==> src/rtl/can_stop_seq.sv <==
module can_stop_seq #(
  parameter int unsigned IBW         = 2,
  parameter logic [IBW-1:0] SAFE_BIT = 2,
  parameter int unsigned SYNC_STAGES = 2
) (
  input  logic           clk,
  input  logic           rst_n,
  input  logic           reg_wr,
  input  logic           reg_addr,
  input  logic [4:0]     reg_wdata,
  input  logic           rd_addr,
  output logic [4:0]     rd_data,
  input  logic           bus_idle,
  input  logic           intermission,
  input  logic [IBW-1:0] intm_bit,
  input  logic           core_busy,
  input  logic           sync_done,
  input  logic           rx_pin,
  input  logic           core_tx,
  output logic           core_clk_en,
  output logic           tx_pin,
  output logic           rx_core,
  output logic           stop_ack,
  output logic           not_ready,
  output logic           wake_irq
);

  typedef enum logic [2:0] {NORMAL, WAIT_BUS, WAIT_DRAIN, STOPPED, EXITING} st_t;

  st_t state, state_nx;
  logic stop_req, wake_mask, wake_pend;
  logic [SYNC_STAGES-1:0] rx_sync;
  logic rx_prev;

  wire ctrl_wr  = reg_wr & ~reg_addr;
  wire stat_wr  = reg_wr & reg_addr;
  wire soft_rst = ctrl_wr & reg_wdata[1];
  wire rx_s     = rx_sync[SYNC_STAGES-1];
  wire in_stop  = (state == STOPPED);
  wire bus_safe = bus_idle | (intermission & (intm_bit == SAFE_BIT) & rx_s);
  wire wake_set = in_stop & rx_prev & ~rx_s;
  wire wake_clr = stat_wr & reg_wdata[0];

  assign core_clk_en = ~in_stop;
  assign tx_pin      = in_stop ? 1'b1 : core_tx;
  assign rx_core     = in_stop ? 1'b1 : rx_pin;
  assign stop_ack    = in_stop;
  assign not_ready   = in_stop | (state == EXITING);
  assign wake_irq    = wake_pend & wake_mask;
  assign rd_data     = rd_addr ? {4'b0000, wake_pend}
                               : {not_ready, stop_ack, wake_mask, 1'b0, stop_req};

  always_ff @(posedge clk or negedge rst_n) begin
    if (!rst_n) begin
      rx_sync <= '1;
      rx_prev <= 1'b1;
    end else begin
      rx_sync <= {rx_sync[SYNC_STAGES-2:0], rx_pin};
      rx_prev <= rx_s;
    end
  end

  always_comb begin
    state_nx = state;
    case (state)
      NORMAL:     if (stop_req) state_nx = WAIT_BUS;
      WAIT_BUS:   if (!stop_req) state_nx = NORMAL;
                  else if (bus_safe) state_nx = WAIT_DRAIN;
      WAIT_DRAIN: if (!stop_req) state_nx = NORMAL;
                  else if (!core_busy) state_nx = STOPPED;
      STOPPED:    if (!stop_req) state_nx = EXITING;
      EXITING:    if (sync_done) state_nx = NORMAL;
      default:    state_nx = NORMAL;
    endcase
  end

  always_ff @(posedge clk or negedge rst_n) begin
    if (!rst_n) begin
      state     <= NORMAL;
      stop_req  <= 1'b0;
      wake_mask <= 1'b0;
      wake_pend <= 1'b0;
    end else if (soft_rst) begin
      state     <= NORMAL;
      stop_req  <= 1'b0;
      wake_mask <= 1'b0;
      wake_pend <= 1'b0;
    end else begin
      state     <= state_nx;
      wake_pend <= wake_set | (wake_pend & ~wake_clr);
      if (ctrl_wr) begin
        stop_req  <= reg_wdata[0];
        wake_mask <= reg_wdata[2];
      end
    end
  end

  assert_bus_safe_R2: assert property (@(posedge clk) disable iff (!rst_n)
    (state == WAIT_DRAIN && $past(state) == WAIT_BUS) |-> $past(bus_safe));

  assert_drained_R3: assert property (@(posedge clk) disable iff (!rst_n)
    $rose(stop_ack) |-> $past(!core_busy));

  assert_stop_outputs_R4: assert property (@(posedge clk) disable iff (!rst_n)
    !core_clk_en |-> (tx_pin && rx_core && stop_ack && not_ready));

  assert_exit_cause_R6: assert property (@(posedge clk) disable iff (!rst_n)
    $fell(stop_ack) |-> ($past(!stop_req) || $past(soft_rst)));

  assert_ready_after_sync_R6: assert property (@(posedge clk) disable iff (!rst_n)
    $fell(not_ready) |-> ($past(sync_done) || $past(soft_rst)));

  assert_wake_only_stopped_R9: assert property (@(posedge clk) disable iff (!rst_n)
    $rose(wake_pend) |-> $past(in_stop));

  assert_w1c_R11: assert property (@(posedge clk) disable iff (!rst_n)
    ($past(wake_clr) && !$past(wake_set)) |-> !wake_pend);

endmodule

==> config.mk <==
export PLATFORM = sky130hd
export DESIGN_NAME = can_stop_seq
export DESIGN_NICKNAME = d
export VERILOG_FILES = /design/src/rtl/can_stop_seq.sv
export SDC_FILE = /design/constraint.sdc
export NUM_CORES = 1
export LEC_CHECK = 0
export CAP_MARGIN = 20
export CORE_MARGIN = 1.5
export CORE_UTILIZATION = 38
export CTS_BUF_LIST = sky130_fd_sc_hd__clkbuf_8
export DETAILED_ROUTE_END_ITERATION = 10
export PLACE_DENSITY = 0.79
export SYNTH_ARGS = -nofsm -noshare
export SYNTH_HDL_FRONTEND = slang
export SYNTH_SLANG_ARGS = --single-unit
==> constraint.sdc <==
create_clock -name clk -period 1.9 [get_ports clk]
set_input_delay 0.475 -clock clk [delete_from_list [all_inputs] [get_ports clk]]
set_output_delay 0.475 -clock clk [all_outputs]
set_load 0.02 [all_outputs]
Word level (Yosys, flattened, before mapping):

Cells that the tools add are included.

* $add $sub $neg: 0
* multiply operators: 0
* divide/modulo/power cells: 0
* $lt $le $gt $ge: 0
* equality and inequality tests: 10
* shift operators: 0
* mux-type cells: 17
* bitwise gates (word level): 17
* reduce and logical (&&, ||, !) cells: 3

Operators by type and width (number)
* $mux W3: 8
* $pmux W3 S5: 1
* $and A1 B1 Y1: 10
* $ne A4 B4 Y1 const B: 2
* $mux W1: 7
* $eq A3 B2 Y1 const B: 2
* $ne A3 B3 Y1 const B: 2
* $mux W5: 1
* $reduce_and A5 Y1: 1
* $not A1 Y1: 4
* $eq A3 B1 Y1 const B: 1
* $eq A3 B3 Y1 const B: 1
* $logic_not A3 Y1: 1
* $ne A3 B2 Y1 const B: 1
* $or A1 B1 Y1: 3
* $eq A2 B2 Y1 const B: 1
* $reduce_bool A2 Y1: 1

* register bits after elaboration: 9
* latch bits: 0
* RAM bits: 0
* ROM bits: 0
* bits of input ports: 18
* output and inout bits: 11
* word-level logic and storage cells: 53
* memories kept: 0

Longest topological paths before layout:

* depth in word-level cells: 8
* mapped depth: 6
* depth with buffers taken out: 5

Worst setup path before layout:

Ideal clock, no wire load.

* kind: reg2out
* from: register state[0]
* to: output rd_data[4]
* arrival time: 1579 ps
* required time: 1425 ps
* setup slack: -154 ps
* cell stages (with the launch flop): 7
* buffers on the path: 1
* cells stage by stage: dfrtp_1 -> buf_6 -> nor2b_1 -> and2_1 -> inv_2 -> nand2_1 -> nor2b_1

* cells in the longest elaborated chain, start to end: 3
* elaborated cells on any way between the ends: 4
* classes of those cells: eq/ne: 2; mux: 1; bitwise: 1

Ends and longest elaborated chain
* start, declared: line 30 `st_t state, state_nx;`
* start signal, assigned: line 89 `state <= state_nx;`
* $eq A3 B2 Y1: line 39 `wire in_stop = (state == STOPPED);`
* net stop_ack: line 23 `output logic stop_ack,`
* $or A1 B1 Y1: line 48 `assign not_ready = in_stop | (state == EXITING);`
* net not_ready: line 24 `output logic not_ready,`
* $mux W5: line 50 `assign rd_data = rd_addr ? {4'b0000, wake_pend}`
* end, declared: line 12 `output logic [4:0] rd_data,`

The timed path passes the listed nets, and every way through them passes these cells.

Final worst setup path:

* from: register state[0]
* to: output stop_ack

* cells in the longest elaborated chain, start to end: 1

Ends and longest elaborated chain (line)
* $eq A3 B2 Y1: 39
* end, declared: 23

No other way between the ends.

==> impl_metrics.ini <==
[clocking]
cts_buffers = 3
postCtsSetupBuffers = 0
clkLatencyLatePin_ns = 0.23
cts_hold_buf = 0
cts_root_buffer = clkbuf_8
cts_tree = built
clock_path_buffers = 2
path_clk_slew_ns = 0.05
clkSinkCount = 9
cts_max_level = 1

[power]
powerDensity_mw_per_mm2 = 820
internal-power_mw = 0.503
p_leak_nw = 0.420
p_sw_share_pct = 29.4
comb_power_share_pct = 37.7
seq_power_share_pct = 32.5
power.total_mw = 0.713
switchingPower_mw = 0.210
power_frac_clock_pct = 29.8
ir_worst_vdd_mv = 0.600

[critical_path]
path_delay_family = buffers and inverters
cp.required_ns = 1.42
start_kind = flip-flop
reg2reg_from = state[1]
cp_max_fo = 2
max_stage_delay_ns = 0.37
r2r-end = state[0]
critical_path_class = reg2out
worst-r2r-cell-count = 5
critPathBufInv = 2
endpoint_kind = primary output
r2r_slack_ns = 0.32
arrival_ns = 1.39
cp_cell_sequence = nor2b_1, and2_2, buf_4, dlygate4sd2_1
cpMaxStageDelayCell = dfrtp_1

[final_layout]
design_area_um2 = 870
multi_input_area_um2 = 258
areaGrowthSynthToFinish_pct = 67.1
nFillCells = 125
ff_latch_area_um2 = 229
nNetsFinal = 113
final_layout_size_suffix_gt1_share_pct = 31.9
fin_util_pct = 67.7
diodes = 0

[floorplanning]
die_h_um = 40.0
die_area_mm2 = 0.00160
ios = 29
die_width_um = 40.0
placementRows = 13
core_mm2 = 0.00128
start_util_pct = 40.5

[sta]
fmax_mhz = 536
fin_worst_skew_ns = 0.00515
hold_viol = 0
min_period_ns = 1.87
rsz0062_at_grt = false
finalMaxSlewViolations = 0
setup_violations = 0
whs_ns = 0.355
post-route-period-util_pct = 98.2

[status]
status = completed

[drt]
viasPerCell = 5.01
drc_errors = 0
routed_wirelength_um = 1350
ant_nets = 0
routedWlPerCell_um = 12.4
routed-via-count = 546
drt_iter0_drc = 7
first_pass_iters = 4

[yosys]
synth_top_area_share_pct = 28.8
netlist_instances = 57
yosys.area.top_type = dfrtp_1
synth_nets = 75
synth_area_um2 = 520
seq_area_frac_synth_pct = 44.0
postSynthAreaPerCell_um2 = 9.13
synth_warnings = 0
ys_types = 25
synth.area.top_cells = dfrtp_1 (29%), dfstp_2 (15%), nor2b_1 (6.0%), nand2_1 (5.0%), nand2b_1 (4.8%)
synth_seq_cells = 9

[hold_path]
hold_path_depth = 0
holdCritStartpoint = rx_sync[0]
hold_end = rx_sync[1]
hold_path_class = reg2reg

[placed_design]
place_hpwl_um = 1090
port_buffers = 25
place.gp.congestion = 0.755
dpl_cell_area_um2 = 857

[global_route]
grt_pass1_wl_um = 2130
grt_pass1_vias = 531
grt_max_degree = 10
overflow = 0
grt_antenna_before_repair = 0
grt_use_total_pct = 21.1

[job]
cap_viol_max_count = 0
worst max path at each step:
stage | end | startpoint | slack [ns] | depth (start not counted)
detailed placement | rd_data[0] | rd_addr | -0.42 | 4
global placement | rd_data[0] | rd_addr | -0.38 | 4
floorplan | rd_data[4] | state[0] | 0.06 | 6
global route | rd_data[4] | state[0] | 0.002 | 6
CTS | not_ready | state[0] | 0.03 | 5
finish | stop_ack | state[0] | 0.03 | 4
placed cells by master, fill, tap and decap left out, types with 2 or more instances in the layout:
cell type	n
nor2_1	5
clkdlybuf4s50_1	15
nand2b_1	4
buf_2	4
clkbuf_2	2
buf_4	11
o21ai_0	3
nor4_1	2
dfrtp_1	6
inv_1	5
clkbuf_8	3
nand2_1	7
nor2b_1	4
dfstp_2	3
dlygate4sd2_1	3
a31oi_1	2
timing repair:
item                                   in CTS  in global routing
resized for setup                          24                  4
setup endpoints to repair                   9                  3
endpoints found under the hold margin       0                  0
cell usage after synthesis:
library cell and count:
a2111oi_0 1, nor4b_2 1, nand2_1 7, o21a_1 1, inv_1 4, dfstp_2 3
inv_2 1, conb_1 1, a41o_1 1, a211oi_2 1, a32oi_1 1, nand3_1 1
a31oi_1 2, buf_2 1, nand2b_1 4, mux2_4 1, o41ai_1 1, buf_4 1
nor4_1 2, nor2_1 5, dfrtp_1 6, buf_6 1, nor2b_1 5, o21ai_0 3
and2_1 2
power by group through the flow:
| stage | registers [mW] | clock network [mW] | logic [mW] |
|---|---|---|---|
| after global placement | 0.232 | 0 | 0.270 |
| after floorplan | 0.229 | 0 | 0.177 |
| after global routing | 0.234 | 0.227 | 0.299 |
| after detailed placement | 0.234 | 0 | 0.277 |
| after CTS | 0.232 | 0.219 | 0.271 |
| final | 0.232 | 0.212 | 0.269 |
stage by stage:
stage,setup WS (ns),std cells,TNS [ns]
finish,0.0338,109,0
detailed placement,-0.415,105,-1.95
global placement,-0.380,105,-1.74
global route,0.00153,109,0
floorplan,0.0612,57,0
CTS,0.0259,109,0
registers in the layout (all words and copies together), names as in the netlist:
name and count:
rx_sync 2, state 3, wake_mask 1, stop_req 1, wake_pend 1, rx_prev 1
logic make-up after synthesis:
kind of cell	share of synthesized area, %
mux	2.88
buf+inv	8.17
compound gates	16.1
other cells	0.720
simple gates	28.1
flops	44.0
metal layers:
metal / vias to the layer above / GRT usage, % / share of wire (%)
li1: 266 / - / -
met1: 248 / 21.4 / 38
met2: 30 / 37.1 / 51
met3: 2 / 6.11 / 9.2
met4: 0 / 13.8 / 1.4
met5: - / 0 / 0
final cells by class:
type,count,area share (%)
inverters,5,2.16
repair buffers,36,34.5
flip-flops and latches,9,26.3
clock buffers,3,4.75
multi-input cells,40,29.6
clock inverters,1,0.432
well taps,15,2.16
(Power assumes the default switching activity.)
